===== config.mk =====
export PLATFORM = sky130hd
export DESIGN_NAME = ext_bus_state_ctrl
export DESIGN_NICKNAME = d
export VERILOG_FILES = /design/src/rtl/ebsc_pkg.sv /design/src/rtl/bus_cfg_regs.sv /design/src/rtl/area_plan_sel.sv /design/src/rtl/access_sequencer.sv /design/src/rtl/ext_bus_state_ctrl.sv
export SDC_FILE = /design/constraint.sdc
export NUM_CORES = 1
export LEC_CHECK = 0
export BUFFER_PORTS_ARGS = -buffer_cell sky130_fd_sc_hd__clkbuf_2
export CAP_MARGIN = 25
export CORE_MARGIN = 5
export CORE_UTILIZATION = 35
export DETAILED_ROUTE_END_ITERATION = 8
export GPL_ROUTABILITY_DRIVEN = 0
export GPL_TIMING_DRIVEN = 0
export REMOVE_ABC_BUFFERS = 1
export SLEW_MARGIN = 5
export SYNTH_ARGS = -nofsm -noshare
export SYNTH_HDL_FRONTEND = slang
export SYNTH_SLANG_ARGS = --single-unit

===== constraint.sdc =====
create_clock -name clk -period 1.7 [get_ports clk]
set_input_delay 0.085 -clock clk [delete_from_list [all_inputs] [get_ports clk]]
set_output_delay 0.085 -clock clk [all_outputs]
set_load 0.03 [all_outputs]

===== src/rtl/ebsc_pkg.sv =====
package ebsc_pkg;

  typedef enum logic [2:0] {
    S_IDLE = 3'd0,
    S_T1   = 3'd1,
    S_T2   = 3'd2,
    S_TW   = 3'd3,
    S_T3   = 3'd4
  } seq_state_e;

  localparam int unsigned ADDR_W = 2;
  localparam logic [ADDR_W-1:0] A_LEN   = 2'd0;
  localparam logic [ADDR_W-1:0] A_WAITH = 2'd1;
  localparam logic [ADDR_W-1:0] A_WAITL = 2'd2;

  localparam int unsigned BS_T1 = 0;
  localparam int unsigned BS_T2 = 1;
  localparam int unsigned BS_TW = 2;
  localparam int unsigned BS_T3 = 3;
  localparam int unsigned BS_W  = 4;

endpackage


===== src/rtl/bus_cfg_regs.sv =====
module bus_cfg_regs
  import ebsc_pkg::*;
#(
  parameter int unsigned NUM_AREAS = 8,
  parameter int unsigned WAIT_W    = 2,
  localparam int unsigned REG_W    = NUM_AREAS,
  localparam int unsigned WVEC_W   = NUM_AREAS * WAIT_W
) (
  input  logic              clk,
  input  logic              rst_n,
  input  logic              hw_stby,
  input  logic              sw_stby,
  input  logic              wr_en,
  input  logic [ADDR_W-1:0] addr,
  input  logic [REG_W-1:0]  wdata,
  output logic [REG_W-1:0]  rdata,
  output logic [REG_W-1:0]  len_bits,
  output logic [WVEC_W-1:0] wait_vec
);

  logic [REG_W-1:0] len_q;
  logic [REG_W-1:0] wh_q;
  logic [REG_W-1:0] wl_q;

  always_ff @(posedge clk or negedge rst_n) begin
    if (!rst_n) begin
      len_q <= '1;
      wh_q  <= '1;
      wl_q  <= '1;
    end else if (hw_stby) begin
      len_q <= '1;
      wh_q  <= '1;
      wl_q  <= '1;
    end else if (wr_en) begin
      case (addr)
        A_LEN:   len_q <= wdata;
        A_WAITH: wh_q  <= wdata;
        A_WAITL: wl_q  <= wdata;
        default: ;
      endcase
    end
  end

  always_comb begin
    case (addr)
      A_LEN:   rdata = len_q;
      A_WAITH: rdata = wh_q;
      A_WAITL: rdata = wl_q;
      default: rdata = '0;
    endcase
  end

  assign len_bits = len_q;
  assign wait_vec = {wh_q, wl_q};

  // hardware standby forces every register to all ones
  p_hw_stby_ones_r2: assert property (@(posedge clk) disable iff (!rst_n)
    hw_stby |=> (&len_q && &wh_q && &wl_q));

  // software standby alone never alters the registers
  p_sw_stby_hold_r3: assert property (@(posedge clk) disable iff (!rst_n)
    (sw_stby && !hw_stby && !wr_en) |=> ($stable(len_q) && $stable(wh_q) && $stable(wl_q)));

endmodule


===== src/rtl/area_plan_sel.sv =====
module area_plan_sel #(
  parameter int unsigned NUM_AREAS = 8,
  parameter int unsigned WAIT_W    = 2,
  localparam int unsigned AREA_W   = $clog2(NUM_AREAS),
  localparam int unsigned WVEC_W   = NUM_AREAS * WAIT_W
) (
  input  logic [AREA_W-1:0]    area,
  input  logic                 onchip,
  input  logic                 dram,
  input  logic [NUM_AREAS-1:0] len_bits,
  input  logic [WVEC_W-1:0]    wait_vec,
  output logic                 long_acc,
  output logic [WAIT_W-1:0]    wait_cnt,
  output logic                 to_dram
);

  logic [WAIT_W-1:0] area_wait [NUM_AREAS];

  for (genvar g = 0; g < NUM_AREAS; g++) begin : g_area
    assign area_wait[g] = wait_vec[g*WAIT_W +: WAIT_W];
  end

  always_comb begin
    long_acc = 1'b0;
    wait_cnt = '0;
    to_dram  = 1'b0;
    if (onchip) begin
      long_acc = 1'b0;
    end else if (dram) begin
      to_dram = 1'b1;
    end else begin
      long_acc = len_bits[area];
      wait_cnt = len_bits[area] ? area_wait[area] : '0;
    end
  end

endmodule


===== src/rtl/access_sequencer.sv =====
module access_sequencer
  import ebsc_pkg::*;
#(
  parameter int unsigned WAIT_W = 2
) (
  input  logic              clk,
  input  logic              rst_n,
  input  logic              hw_stby,
  input  logic              sw_stby,
  input  logic              req_valid,
  output logic              req_ready,
  input  logic              plan_long,
  input  logic [WAIT_W-1:0] plan_wait,
  input  logic              plan_dram,
  output logic [BS_W-1:0]   bus_state,
  output logic              done,
  output logic              dram_req
);

  seq_state_e        state;
  logic              lat_long;
  logic [WAIT_W-1:0] lat_wait;
  logic [WAIT_W-1:0] wait_left;
  logic              accept;

  assign req_ready = (state == S_IDLE) && !sw_stby && !hw_stby;
  assign accept    = req_valid && req_ready;

  always_ff @(posedge clk or negedge rst_n) begin
    if (!rst_n) begin
      state     <= S_IDLE;
      lat_long  <= 1'b0;
      lat_wait  <= '0;
      wait_left <= '0;
      dram_req  <= 1'b0;
    end else if (hw_stby) begin
      state     <= S_IDLE;
      wait_left <= '0;
      dram_req  <= 1'b0;
    end else begin
      dram_req <= 1'b0;
      case (state)
        S_IDLE: begin
          if (accept) begin
            if (plan_dram) begin
              dram_req <= 1'b1;
            end else begin
              state    <= S_T1;
              lat_long <= plan_long;
              lat_wait <= plan_wait;
            end
          end
        end
        S_T1: begin
          state     <= S_T2;
          wait_left <= lat_wait;
        end
        S_T2: begin
          if (!lat_long)            state <= S_IDLE;
          else if (wait_left != '0) state <= S_TW;
          else                      state <= S_T3;
        end
        S_TW: begin
          wait_left <= wait_left - 1'b1;
          if (wait_left == WAIT_W'(1)) state <= S_T3;
        end
        S_T3:    state <= S_IDLE;
        default: state <= S_IDLE;
      endcase
    end
  end

  always_comb begin
    bus_state = '0;
    case (state)
      S_T1:    bus_state[BS_T1] = 1'b1;
      S_T2:    bus_state[BS_T2] = 1'b1;
      S_TW:    bus_state[BS_TW] = 1'b1;
      S_T3:    bus_state[BS_T3] = 1'b1;
      default: bus_state = '0;
    endcase
  end

  assign done = (state == S_T3) || ((state == S_T2) && !lat_long);

  // never more than one bus state at a time
  p_onehot_state_r9: assert property (@(posedge clk) disable iff (!rst_n)
    $onehot0(bus_state));

  // done only in T2 or T3
  p_done_final_r9: assert property (@(posedge clk) disable iff (!rst_n)
    done |-> (bus_state[BS_T3] || bus_state[BS_T2]));

  // an access can only begin after the port was ready
  p_start_after_ready_r10: assert property (@(posedge clk) disable iff (!rst_n)
    $rose(bus_state[BS_T1]) |-> $past(req_ready));

  // T1 is always followed by T2 unless standby aborts
  p_t1_then_t2_r4: assert property (@(posedge clk) disable iff (!rst_n)
    (bus_state[BS_T1] && !hw_stby) |=> bus_state[BS_T2]);

  // wait states only appear in long accesses
  p_tw_long_only_r6: assert property (@(posedge clk) disable iff (!rst_n)
    bus_state[BS_TW] |-> lat_long);

  // DRAM hand-off happens with the bus idle
  p_dram_idle_r8: assert property (@(posedge clk) disable iff (!rst_n)
    dram_req |-> (bus_state == '0 && !done));

endmodule


===== src/rtl/ext_bus_state_ctrl.sv =====
module ext_bus_state_ctrl
  import ebsc_pkg::*;
#(
  parameter int unsigned NUM_AREAS = 8,
  parameter int unsigned WAIT_W    = 2,
  localparam int unsigned AREA_W   = $clog2(NUM_AREAS),
  localparam int unsigned REG_W    = NUM_AREAS,
  localparam int unsigned WVEC_W   = NUM_AREAS * WAIT_W
) (
  input  logic              clk,
  input  logic              rst_n,
  input  logic              hw_stby,
  input  logic              sw_stby,
  input  logic              reg_wr,
  input  logic [ADDR_W-1:0] reg_addr,
  input  logic [REG_W-1:0]  reg_wdata,
  output logic [REG_W-1:0]  reg_rdata,
  input  logic              acc_valid,
  output logic              acc_ready,
  input  logic [AREA_W-1:0] acc_area,
  input  logic              acc_onchip,
  input  logic              acc_dram,
  output logic [BS_W-1:0]   bus_state,
  output logic              acc_done,
  output logic              dram_req
);

  logic [REG_W-1:0]  len_bits;
  logic [WVEC_W-1:0] wait_vec;
  logic              plan_long;
  logic [WAIT_W-1:0] plan_wait;
  logic              plan_dram;

  bus_cfg_regs #(
    .NUM_AREAS(NUM_AREAS),
    .WAIT_W   (WAIT_W)
  ) u_regs (
    .clk     (clk),
    .rst_n   (rst_n),
    .hw_stby (hw_stby),
    .sw_stby (sw_stby),
    .wr_en   (reg_wr),
    .addr    (reg_addr),
    .wdata   (reg_wdata),
    .rdata   (reg_rdata),
    .len_bits(len_bits),
    .wait_vec(wait_vec)
  );

  area_plan_sel #(
    .NUM_AREAS(NUM_AREAS),
    .WAIT_W   (WAIT_W)
  ) u_sel (
    .area    (acc_area),
    .onchip  (acc_onchip),
    .dram    (acc_dram),
    .len_bits(len_bits),
    .wait_vec(wait_vec),
    .long_acc(plan_long),
    .wait_cnt(plan_wait),
    .to_dram (plan_dram)
  );

  access_sequencer #(
    .WAIT_W(WAIT_W)
  ) u_seq (
    .clk      (clk),
    .rst_n    (rst_n),
    .hw_stby  (hw_stby),
    .sw_stby  (sw_stby),
    .req_valid(acc_valid),
    .req_ready(acc_ready),
    .plan_long(plan_long),
    .plan_wait(plan_wait),
    .plan_dram(plan_dram),
    .bus_state(bus_state),
    .done     (acc_done),
    .dram_req (dram_req)
  );

  // no readiness while either standby input is active
  p_stby_not_ready_r10: assert property (@(posedge clk) disable iff (!rst_n)
    (sw_stby || hw_stby) |-> !acc_ready);

  // an on-chip request taken never hands off to DRAM
  p_onchip_no_dram_r7: assert property (@(posedge clk) disable iff (!rst_n)
    (acc_valid && acc_ready && acc_onchip) |=> !dram_req);

endmodule


==> results.md <==
- Avg Cell Area, Syn: 10.1 um^2
- Tmin final: 1.64 ns
- Fmax: 0.610 GHz
- Headroom to the max-slew limit: 44.1%
- Clk pin slew, worst setup/hold paths: 0.07 ns
- Seq/Total Area, Yosys: 42.7%
- Adder and majority cell fraction of the synthesized area: 1.25%
- Worst setup EP type: register
- Synth Warn #: 0
- Remaining global-route overflow: 0
- Antenna viol nets, final: 0
- Die ar.: 7340 um^2
- Clock root cell: clkbuf_8
- Pwr dens: 814 nW/um^2
- Post-Synth XOR/XNOR Area: 0%
- Post-synthesis mux area share: 12.6%
- Vias per inst: 5.35
- Max clock buf depth: 2
- Fraction of layout cells with a size suffix above 1: 35.4%
- Setup CP Type: register to register
- Overall Global Routing Usage: 14.8%
- HP Class: primary input to register
- Clock Latency Late Sink: 0.29 ns
- Largest net degree at the start of global routing: 34
- Max-capacitance violation count: 0
- Initial Util: 36.2%
- Worst EP arrival: 1.80 ns
- Post-synth design cell area: 2000 um^2
- Final Max Tran Viols: 0
- CP cell instances: or4_4 > buf_4 > o31ai_4 > o41ai_1
- Num ports: 36
- Count of cell types in the netlist: 43
- Initial antenna violation count: 0
- First-pass GRT wire length: 8630 um
- Highest routing layer actually used: met4
- Core ar.: 5540 um^2
- Worst Path Max Fanout: 4
- Worst Hold Slack: 0.0378 ns
- N_diodes: 0
- Area after DPL: 2210 um^2
- Leak: 0.00107 uW
- Worst path max stage delay: 0.57 ns
- Crit start category: register
- Post-synthesis simple-gate area fraction: 26.8%
- Drt initial violations: 80
- NumNets Final: 259
- H-tree depth: 2
- WL per Instance: 16.6 um
- Max rail drop VDD: 0.000410 V
- Worst Skew: 0.00751 ns
- Final HPWL DP: 3520 um
- Commonest cells after routing, fill and taps aside: nand2_1, clkbuf_2, dfstp_2, nand3b_1
- # clock sinks: 33
- Compound-gate portion of the synthesized area: 12.5%
- # DRC: 0
- Vias in the first global route: 1703
- Metal2 WL: 2430 um
- Most common cell after layout, fill and taps aside: nand2_1
- Synthesized flop and latch total: 33
- Power Total: 1930 uW
- Largest family of logic cells by synthesized area: simple AND/OR/NAND/NOR gates
- Area growth syn-to-layout: 18.5%
- CP required: 1.86 ns
- CTS tree: done
- PortBufs: 35
- First-pass DRT Iterations: 4
- CP bufs+invs: 1
- Cell family with most CP delay: simple AND/OR/NAND/NOR gates
- Final wirelength: 5130 um
- Setup violators final: 0
- DR vias: 1653
- Die Y: 85.7 um
- Die X: 85.7 um
- FP Rows: 27
- Outcome: complete, no violations
- Cells after Synth: 198
- CP max-delay cell: or4_4
- Design area: 2370 um^2
- Worst Max-Slew Pin Slew: 0.839 ns
- TritonCTS Buffers: 5
- Met3 WL: 250 um
- Final period utilization: 96.4%
- Count of final hold-check violations: 0
- Met1 WL: 2360 um
path summary, 6_finish.rpt:
kind                                start                end  slack, ns  depth (start not counted)
setup / recovery           u_seq.state[1]  u_seq.lat_wait[1]       0.06                          4
hold / removal               reg_wdata[3]     u_regs.wh_q[3]       0.04                          3
setup reg to reg           u_seq.state[1]  u_seq.lat_wait[1]       0.06                          4
hold reg to reg            u_regs.wl_q[7]     u_regs.wl_q[7]       0.50                          2
max in group asynchronous           rst_n     u_seq.state[0]       0.70                          2
min in group asynchronous           rst_n     u_seq.state[1]       0.43                          2
Yosys cell counts, drive strengths merged:
cell,instances,area share (%)
a21oi,2,0.50
o41ai,2,0.87
dfrtp,9,11
clkbuf,4,0.75
nor3,2,1.1
a211oi,1,0.37
o21ai,9,2.2
o211ai,1,0.37
o32ai,1,0.44
or4,1,0.56
nand2b,1,0.31
nor2,5,0.94
mux2,1,0.56
nand3,1,0.25
and3b,3,1.3
nor2b,11,3.4
nor3b,3,1.4
o22ai,2,0.62
a311o,1,0.50
nor4,1,0.62
a21o,2,0.75
mux2i,11,5.5
inv,5,0.94
a311oi,1,0.44
or2b,2,0.75
dfstp,24,31
nand2,41,7.7
a31oi,2,0.62
buf,8,2.4
or2,1,0.31
and2,2,0.62
mux4,5,6.6
o2111a,1,0.56
a211o,8,3.5
and2b,2,0.81
nand3b,18,6.7
o31ai,2,0.75
ha,2,1.2
registers in the layout, summed over array words and instances, names as in the netlist:
| signal | count |
|---|---|
| u_regs.len_bits | 8 |
| u_regs.wh_q | 8 |
| u_regs.wl_q | 8 |
| u_seq.dram_req | 1 |
| u_seq.lat_long | 1 |
| u_seq.lat_wait | 2 |
| u_seq.state | 3 |
| u_seq.wait_left | 2 |
cells by family (layout without fill, tap and decap cells):
group                    after synthesis  after routing
adder cells (fa/ha/maj)                2              2
AO/OA/AOI/OAI                         35             35
buffers and inverters                 17             56
AND/OR/NAND/NOR                       94             94
multiplexers                          17             17
flip-flops                            33             33
layout make-up:
class	instances	area (um^2)
clock buffers	6	72.6
flip-flops and latches	33	858
repair buffers	43	240
inverters	5	18.8
fillers	559	3170
well taps	72	90.1
clock inverters	2	10.0
multi-input cells	148	1080
worst register-to-register path: stages, from the launching register on:
cell and delay (ns):
dfrtp_2 0.43, or4_4 0.57, buf_4 0.18, o31ai_4 0.25
o41ai_1 0.10
power by group:
| group | total (uW) | internal [uW] | switching, uW |
|---|---|---|---|
| clock network | 581 | 284 | 297 |
| registers | 913 | 864 | 49.4 |
| logic | 438 | 183 | 255 |
| total | 1930 | 1330 | 602 |
through the flow:
stage | setup slack, ns | utilization [%] | cells | TNS, ns
2_1_floorplan | -0.172 | - | 186 | -0.358
3_3_place_gp | -0.0286 | 39.8 | 293 | -0.198
3_5_place_dp | -0.0623 | 39.8 | 293 | -0.436
4_1_cts | 0.0213 | 42.3 | 307 | 0
5_1_grt | -0.0198 | 42.9 | 309 | -0.0198
6_report | 0.0608 | 42.9 | 309 | 0
what timing repair did:
action | in CTS | in global routing
endpoints found under the setup margin | 2 | 3
hold buffers | 1 | 0
pin swaps | 1 | 1
gates resized for setup | 3 | 4
endpoints found under the hold margin | 9 | 0
setup buffers | 5 | 1
metal layers:
layer / vias up / GRT usage, %
met5: - / 0
met4: 0 / 4.32
met3: 9 / 2.88
met2: 52 / 23.7
met1: 807 / 20.4
li1: 785 / -
(Power assumes the default switching activity.)
